### src/rtl/authmask_pkg.sv
package authmask_pkg;
  localparam int XLEN  = 64;
  localparam int SPR_W = 10;

  typedef enum logic [1:0] {
    SEL_NONE     = 2'd0,
    SEL_AUTH_USR = 2'd1,
    SEL_AUTH_PRV = 2'd2,
    SEL_UMASK    = 2'd3
  } reg_sel_e;

  typedef struct packed {
    reg_sel_e sel;
    logic     legal;
    logic     illegal;
  } access_t;
endpackage

### src/rtl/authmask_decode.sv
module authmask_decode
  import authmask_pkg::*;
#(
  parameter int                NUM_W     = SPR_W,
  parameter logic [NUM_W-1:0]  NUM_AUSR  = 13,
  parameter logic [NUM_W-1:0]  NUM_APRV  = 29,
  parameter logic [NUM_W-1:0]  NUM_UMASK = 'h9D
) (
  input  logic [NUM_W-1:0] num_i,
  input  logic             rd_i,
  input  logic             wr_i,
  input  logic             user_i,
  output access_t          acc_o
);
  logic active;
  logic hit_usr, hit_prv, hit_msk;

  always_comb begin
    active  = rd_i | wr_i;
    hit_usr = (num_i == NUM_AUSR);
    hit_prv = (num_i == NUM_APRV);
    hit_msk = (num_i == NUM_UMASK);

    acc_o.sel = SEL_NONE;
    if (hit_usr)      acc_o.sel = SEL_AUTH_USR;
    else if (hit_prv) acc_o.sel = SEL_AUTH_PRV;
    else if (hit_msk) acc_o.sel = SEL_UMASK;

    acc_o.illegal = active & user_i & (hit_prv | hit_msk);
    acc_o.legal   = active & (hit_usr | ((hit_prv | hit_msk) & ~user_i));
  end
endmodule

### src/rtl/authmask_store.sv
module authmask_store
  import authmask_pkg::*;
#(
  parameter int W = XLEN
) (
  input  logic         clk,
  input  logic         rst,
  input  logic         wr_i,
  input  logic         user_i,
  input  access_t      acc_i,
  input  logic [W-1:0] wdata_i,
  output logic [W-1:0] auth_q,
  output logic [W-1:0] umask_q
);
  localparam logic [W-1:0] AUTH_RST  = '1;
  localparam logic [W-1:0] UMASK_RST = '0;

  logic         wr_auth, wr_umask, filter;
  logic [W-1:0] auth_d;

  always_comb begin
    wr_auth  = wr_i & acc_i.legal &
               ((acc_i.sel == SEL_AUTH_USR) | (acc_i.sel == SEL_AUTH_PRV));
    wr_umask = wr_i & acc_i.legal & (acc_i.sel == SEL_UMASK);
    filter   = user_i & (acc_i.sel == SEL_AUTH_USR);
  end

  // Per-bit write path: a filtered write keeps only the granted bits.
  for (genvar b = 0; b < W; b++) begin : g_bit
    always_comb auth_d[b] = filter ? (wdata_i[b] & umask_q[b]) : wdata_i[b];
  end

  always_ff @(posedge clk) begin
    if (rst) begin
      auth_q  <= AUTH_RST;
      umask_q <= UMASK_RST;
    end else begin
      if (wr_auth)  auth_q  <= auth_d;
      if (wr_umask) umask_q <= wdata_i;
    end
  end
endmodule

### src/rtl/authmask_readout.sv
module authmask_readout
  import authmask_pkg::*;
#(
  parameter int W = XLEN
) (
  input  logic         clk,
  input  logic         rst,
  input  logic         rd_i,
  input  access_t      acc_i,
  input  logic [W-1:0] auth_i,
  input  logic [W-1:0] umask_i,
  output logic [W-1:0] rd_data_o,
  output logic         illegal_o
);
  logic [W-1:0] rd_d;

  always_comb begin
    rd_d = '0;
    if (rd_i && acc_i.legal) begin
      unique case (acc_i.sel)
        SEL_AUTH_USR, SEL_AUTH_PRV: rd_d = auth_i;
        SEL_UMASK:                  rd_d = umask_i;
        default:                    rd_d = '0;
      endcase
    end
  end

  always_ff @(posedge clk) begin
    if (rst) begin
      rd_data_o <= '0;
      illegal_o <= 1'b0;
    end else begin
      rd_data_o <= rd_d;
      illegal_o <= acc_i.illegal;
    end
  end
endmodule

### src/rtl/authmask_regfile.sv
module authmask_regfile
  import authmask_pkg::*;
#(
  parameter int                W         = XLEN,
  parameter int                NUM_W     = SPR_W,
  parameter logic [NUM_W-1:0]  NUM_AUSR  = 13,
  parameter logic [NUM_W-1:0]  NUM_APRV  = 29,
  parameter logic [NUM_W-1:0]  NUM_UMASK = 'h9D
) (
  input  logic             clk,
  input  logic             rst,
  input  logic [NUM_W-1:0] spr_num_i,
  input  logic             rd_en_i,
  input  logic             wr_en_i,
  input  logic [W-1:0]     wr_data_i,
  input  logic             user_mode_i,
  output logic [W-1:0]     rd_data_o,
  output logic             illegal_o,
  output logic [W-1:0]     auth_mask_o
);
  access_t      acc;
  logic [W-1:0] auth_q, umask_q;

  authmask_decode #(
    .NUM_W(NUM_W), .NUM_AUSR(NUM_AUSR), .NUM_APRV(NUM_APRV), .NUM_UMASK(NUM_UMASK)
  ) u_decode (
    .num_i (spr_num_i),
    .rd_i  (rd_en_i),
    .wr_i  (wr_en_i),
    .user_i(user_mode_i),
    .acc_o (acc)
  );

  authmask_store #(.W(W)) u_store (
    .clk    (clk),
    .rst    (rst),
    .wr_i   (wr_en_i),
    .user_i (user_mode_i),
    .acc_i  (acc),
    .wdata_i(wr_data_i),
    .auth_q (auth_q),
    .umask_q(umask_q)
  );

  authmask_readout #(.W(W)) u_readout (
    .clk      (clk),
    .rst      (rst),
    .rd_i     (rd_en_i),
    .acc_i    (acc),
    .auth_i   (auth_q),
    .umask_i  (umask_q),
    .rd_data_o(rd_data_o),
    .illegal_o(illegal_o)
  );

  assign auth_mask_o = auth_q;
endmodule

### config.mk
export PLATFORM = sky130hd
export DESIGN_NAME = authmask_regfile
export DESIGN_NICKNAME = d
export VERILOG_FILES = /design/src/rtl/authmask_pkg.sv /design/src/rtl/authmask_decode.sv /design/src/rtl/authmask_store.sv /design/src/rtl/authmask_readout.sv /design/src/rtl/authmask_regfile.sv
export SDC_FILE = /design/constraint.sdc
export NUM_CORES = 1
export LEC_CHECK = 0
export ABC_AREA = 1
export BUFFER_PORTS_ARGS = -buffer_cell sky130_fd_sc_hd__buf_2
export CAP_MARGIN = 40
export CORE_AREA = 2 2 128 161
export DETAILED_ROUTE_END_ITERATION = 8
export DIE_AREA = 0 0 130 163
export GPL_TIMING_DRIVEN = 0
export PLACE_DENSITY = 0.81
export SKIP_CTS_REPAIR_TIMING = 1
export SYNTH_ARGS = -nofsm -noshare
export SYNTH_HDL_FRONTEND = slang
export SYNTH_SLANG_ARGS = --single-unit
### constraint.sdc
create_clock -name clk -period 2.4 [get_ports clk]
set_input_delay 0.12 -clock clk [delete_from_list [all_inputs] [get_ports clk]]
set_output_delay 0.12 -clock clk [all_outputs]
set_load 0.1 [all_outputs]
After elaboration in Yosys (flattened, before gate mapping). Cells that the tools add are included.

Register bits after elaboration: 193. Output and inout port bits: 129. Logic and storage cells: 159.

Equality and inequality tests: 6. Mux-type cells: 68. Bitwise logic cells: 78. Reductions and logical operators: 3.

Operators with widths (count): case mux 64 bit (2 select lines) (1); AND 1 bit (72); two-way mux 1 bit (64); equality test 10 x 4 -> 1 bit (second input constant) (1); equality test 10 x 5 -> 1 bit (second input constant) (1); equality test 10 x 8 -> 1 bit (second input constant) (1); two-way mux 2 bit (3); equality test 2 bit (second input constant) (2); bitwise OR 1 bit (4); OR reduction 2 bit (2); equality test 2 x 1 -> 1 bit (second input constant) (1); inverter 1 bit (2); logical AND 1 bit (1).

Longest topological paths before layout.
Depth in word-level cells: 8. Mapped depth: 12. Mapped depth without buffers: 11.

Modules after synthesis. From an unflattened synthesis, not the netlist that was laid out.

Cell total of the unflattened synthesis: 1204. Area total of the unflattened synthesis: 8324.2 um^2.

Modules (own cells, without submodules): authmask_store (times used 1, cells each 766, area an instance 5372.7 um^2, sequential area each 2562.5 um^2); authmask_readout (times used 1, cells each 416, area an instance 2846.5 um^2, sequential area each 1301.2 um^2); authmask_decode (times used 1, cells each 22, area an instance 105.1 um^2, sequential area each 0.0 um^2).

Least setup slack after synthesis. No wires, ideal clock.

Kind: input port to flip-flop. Start point: in spr_num_i[8]. End point: reg u_readout.rd_data_o[30]. Library setup time: 70 ps. Arrival: 1753 ps. Required time: 2330 ps. Slack: 577 ps. Stages: 11. Buffers on the path: 2. Path through: inv_1 nand2_1 nor2_1 nand3_1 nand2_1 inv_1 ha_1 clkbuf_1 clkbuf_1 nand2_1 a21oi_1.

Longest elaborated chain between the ends: 8.

Ends and longest elaborated chain: start: declaration (line authmask_regfile.sv:12) `input logic [NUM_W-1:0] spr_num_i,`; branches (longest 8 deep; another with case mux 64 bit (2 select lines)); end signal: assignment (line authmask_readout.sv:33) `rd_data_o <= rd_d;`; end: declaration (line authmask_readout.sv:12) `output logic [W-1:0] rd_data_o,`.

Several ways; the timed one is not identified. A chain may end at the register's enable or synchronous reset.

Final worst setup path.
Start point: in spr_num_i[8]. End point: reg u_store.auth_q[63].

Longest elaborated chain between the ends: 7.

Ends and longest elaborated chain: equality test 10 x 8 -> 1 bit or equality test 10 x 5 -> 1 bit (tied branches) (line authmask_decode.sv:22, authmask_decode.sv:21); two-way mux 2 bit or bitwise OR 1 bit (tied branches) (line authmask_decode.sv:27, authmask_decode.sv:30); two-way mux 2 bit or AND 1 bit (tied branches) (line authmask_decode.sv:26, authmask_decode.sv:30); two-way mux 2 bit or bitwise OR 1 bit (tied branches) (line authmask_decode.sv:25, authmask_decode.sv:30); equality test 2 x 1 -> 1 bit, or another cell as far along (line authmask_store.sv:23, authmask_store.sv:25); AND 1 bit, or another cell as far along (line authmask_store.sv:25) `filter = user_i & (acc_i.sel == SEL_AUTH_USR);`; two-way mux 1 bit or AND 1 bit (tied branches) (line authmask_store.sv:30, authmask_store.sv:22); end signal: assignment (line authmask_store.sv:38) `if (wr_auth) auth_q <= auth_d;`; end: declaration (line authmask_store.sv:12) `output logic [W-1:0] auth_q,`.

Several ways; a longest one is shown, not always the timed one.

==> qor.yml <==
logic_synthesis:
  synth-seq-area-share: 0.400
  synth_cells: 1508
  yosysUniqueCellTypes: 21
  syn-num-nets: 1589
  syn_area_sq_um: 9650
  synth_top_area_frac: 0.400
  synth_area_leaders: "dfxtp_1, nand2_1, nand4_1, inv_1, nand3_1"
  ys_warn_count: 0
  synth-seq-cells: 193
  synth_largest_area_cell: "dfxtp_1"
  postSynthAreaPerCell_sq_um: 6.40
placed_design:
  gp_congestion: 0.896
  dp.cells: 1984
  dp_hpwl_microns: 20800
  place_ws_ns: -0.358
  numPortBuffers: 206
  place_area_sq_um: 11000
pwr:
  power_density_nw_per_um2: 556
  peakVddDrop_uv: 491
  p_leak_nw: 6.10
floorplan:
  rows: 58
  ios: 208
  die_h_microns: 163
  die_area_sq_um: 21200
  start_util: 0.487
  coreArea_sq_um: 19800
  die_width_microns: 130
finish:
  regArea_sq_um: 3860
  design_area_sq_um: 11600
  area_growth_pct: 20.4
  layout.nets: 1814
  multi_input_area_sq_um: 4220
  drive_above_1_share: 0.161
  nFillCells: 1903
  final_common_cell: "nand2_1"
  mostFrequentLayoutCells: "nand2_1, inv_1, buf_2"
  finalNonFillerCells: 2017
cts:
  cts.sinks: 193
  clockBufferDepth: 2
  cts_made_buffers: 17
  htreeDepth: 4
  cts_tree: "yes"
  clkSlewWorstSetupHoldPaths_ns: 0.06
  clock_latency_ns: 0.44
  cts.root.buffer_cell: "clkbuf_16"
global_routing:
  busiest_layer: "met2"
  met1_usage: 0.334
  grt_util_met2: 0.457
  grtUsageMet3: 0.0555
  grt_max_degree: 17
  grt_use_total: 0.273
  grt_pass1_wl_microns: 45900
  grt_pass1_vias: 9448
  grt_overflow: 0
  antenna_found_initial: 3
setup_path:
  worst-endpoint-arrival_ns: 2.50
  crit_required_ns: 2.78
  cp-end-kind: "flop"
  path_class: "primary input to flop"
  startpoint_type: "primary input"
  rr_worst_depth: 6
  cp_max_fo: 10
min_path:
  hold_class: "primary input to flop"
  min_path_cells: 3
sta:
  max_freq_mhz: 472
  max_slew_margin: 0.439
  whs_ns: 0.00344
  hold_viol: 0
  rsz0062_at_grt: "false"
  period_needed_ns: 2.12
  skew_ns: 0.00662
  slew_violations: 0
  tightest_slew_ns: 0.842
  setup_viol: 0
  setup_ws_ns: 0.280
  timing.final.crit_share: 0.884
job:
  cap_viol_max_count: 0
routing:
  via_count: 10355
  viasPerCell: 5.13
  dr.pass1.iters: 7
  ant_nets: 0
  drt_iter0_drc: 942
  drcViolationCount: 0
  routed_wl_microns: 29100
  route.detailed.wl_per_inst_microns: 14.4
status:
  status: "complete, no violations"
-- per-stage QoR --
step / TNS (ns) / power, mW / util
2_1_floorplan: 0 / 3.46 / -
3_3_place_gp: -19.62 / 3.62 / 0.556
3_5_place_dp: -31.40 / 3.62 / 0.556
4_1_cts: 0 / 6.46 / 0.586
5_1_grt: 0 / 6.64 / 0.586
6_report: 0 / 6.46 / 0.586
-- layer usage --
| metal | wire length (microns) | part of all wire | up-vias |
|---|---|---|---|
| met4 | 962 | 0.033 | 4 |
| met3 | 2010 | 0.069 | 85 |
| li1 | - | - | 5168 |
| met5 | 23 | 0.00079 | - |
| met1 | 11900 | 0.41 | 4685 |
| met2 | 14200 | 0.49 | 413 |
-- worst paths after layout --
path	startpoint	end	slack [ns]
min reg2reg	u_store.auth_q[9]	u_readout.rd_data_o[9]	0.47
max reg2reg	u_store.umask_q[38]	u_store.auth_q[38]	1.44
max	spr_num_i[8]	u_store.auth_q[63]	0.28
min	user_mode_i	u_readout.illegal_o	0.003
-- area by class of cell --
type / instances / area share
diodes: 2 / 0.000431
plain buffers: 115 / 0.0481
clock buffers: 24 / 0.0423
clock inverters: 7 / 0.00851
inverters: 270 / 0.0872
multi-input cells: 930 / 0.363
flip-flops and latches: 193 / 0.333
well taps: 270 / 0.0291
repair buffers: 206 / 0.0888
-- registers in the layout, indices dropped and copies added, names as in the netlist --
signal,flops
u_readout.illegal_o,1
u_readout.rd_data_o,64
u_store.auth_q,64
u_store.umask_q,64
-- critical path, stage by stage --
cell      delay [ns]
buf_2           0.09
inv_1           0.04
nand2_1         0.13
nor2_1          0.21
nand3_1         0.17
nand2_1         0.13
inv_1           0.05
ha_1            0.31
clkbuf_1        0.54
clkbuf_1        0.41
nand4_1         0.19
nand3_1         0.10
-- synth_stat cells, drive strengths merged --
cell / number
a21oi: 64
buf: 44
clkbuf: 71
dfxtp: 193
ha: 2
inv: 270
nand2: 525
nand3: 73
nand4: 194
nor2: 70
nor3: 1
o21ai: 1
-- power by group --
part	total, mW	leakage, nW	internal (mW)	switching (mW)
Combinational	0.362	4.26	0.109	0.253
Clock	2.89	0.287	1.65	1.25
Sequential	3.20	1.56	3.20	0.0000107
-- cell families after synthesis --
group	count (synthesis)	synth area share
AND/OR/NAND/NOR	863	0.401
AO/OA/AOI/OAI	65	0.0337
adder cells (fa/ha/maj)	2	0.00259
flip-flops	193	0.400
buffers and inverters	385	0.163
(Power assumes the default switching activity.)
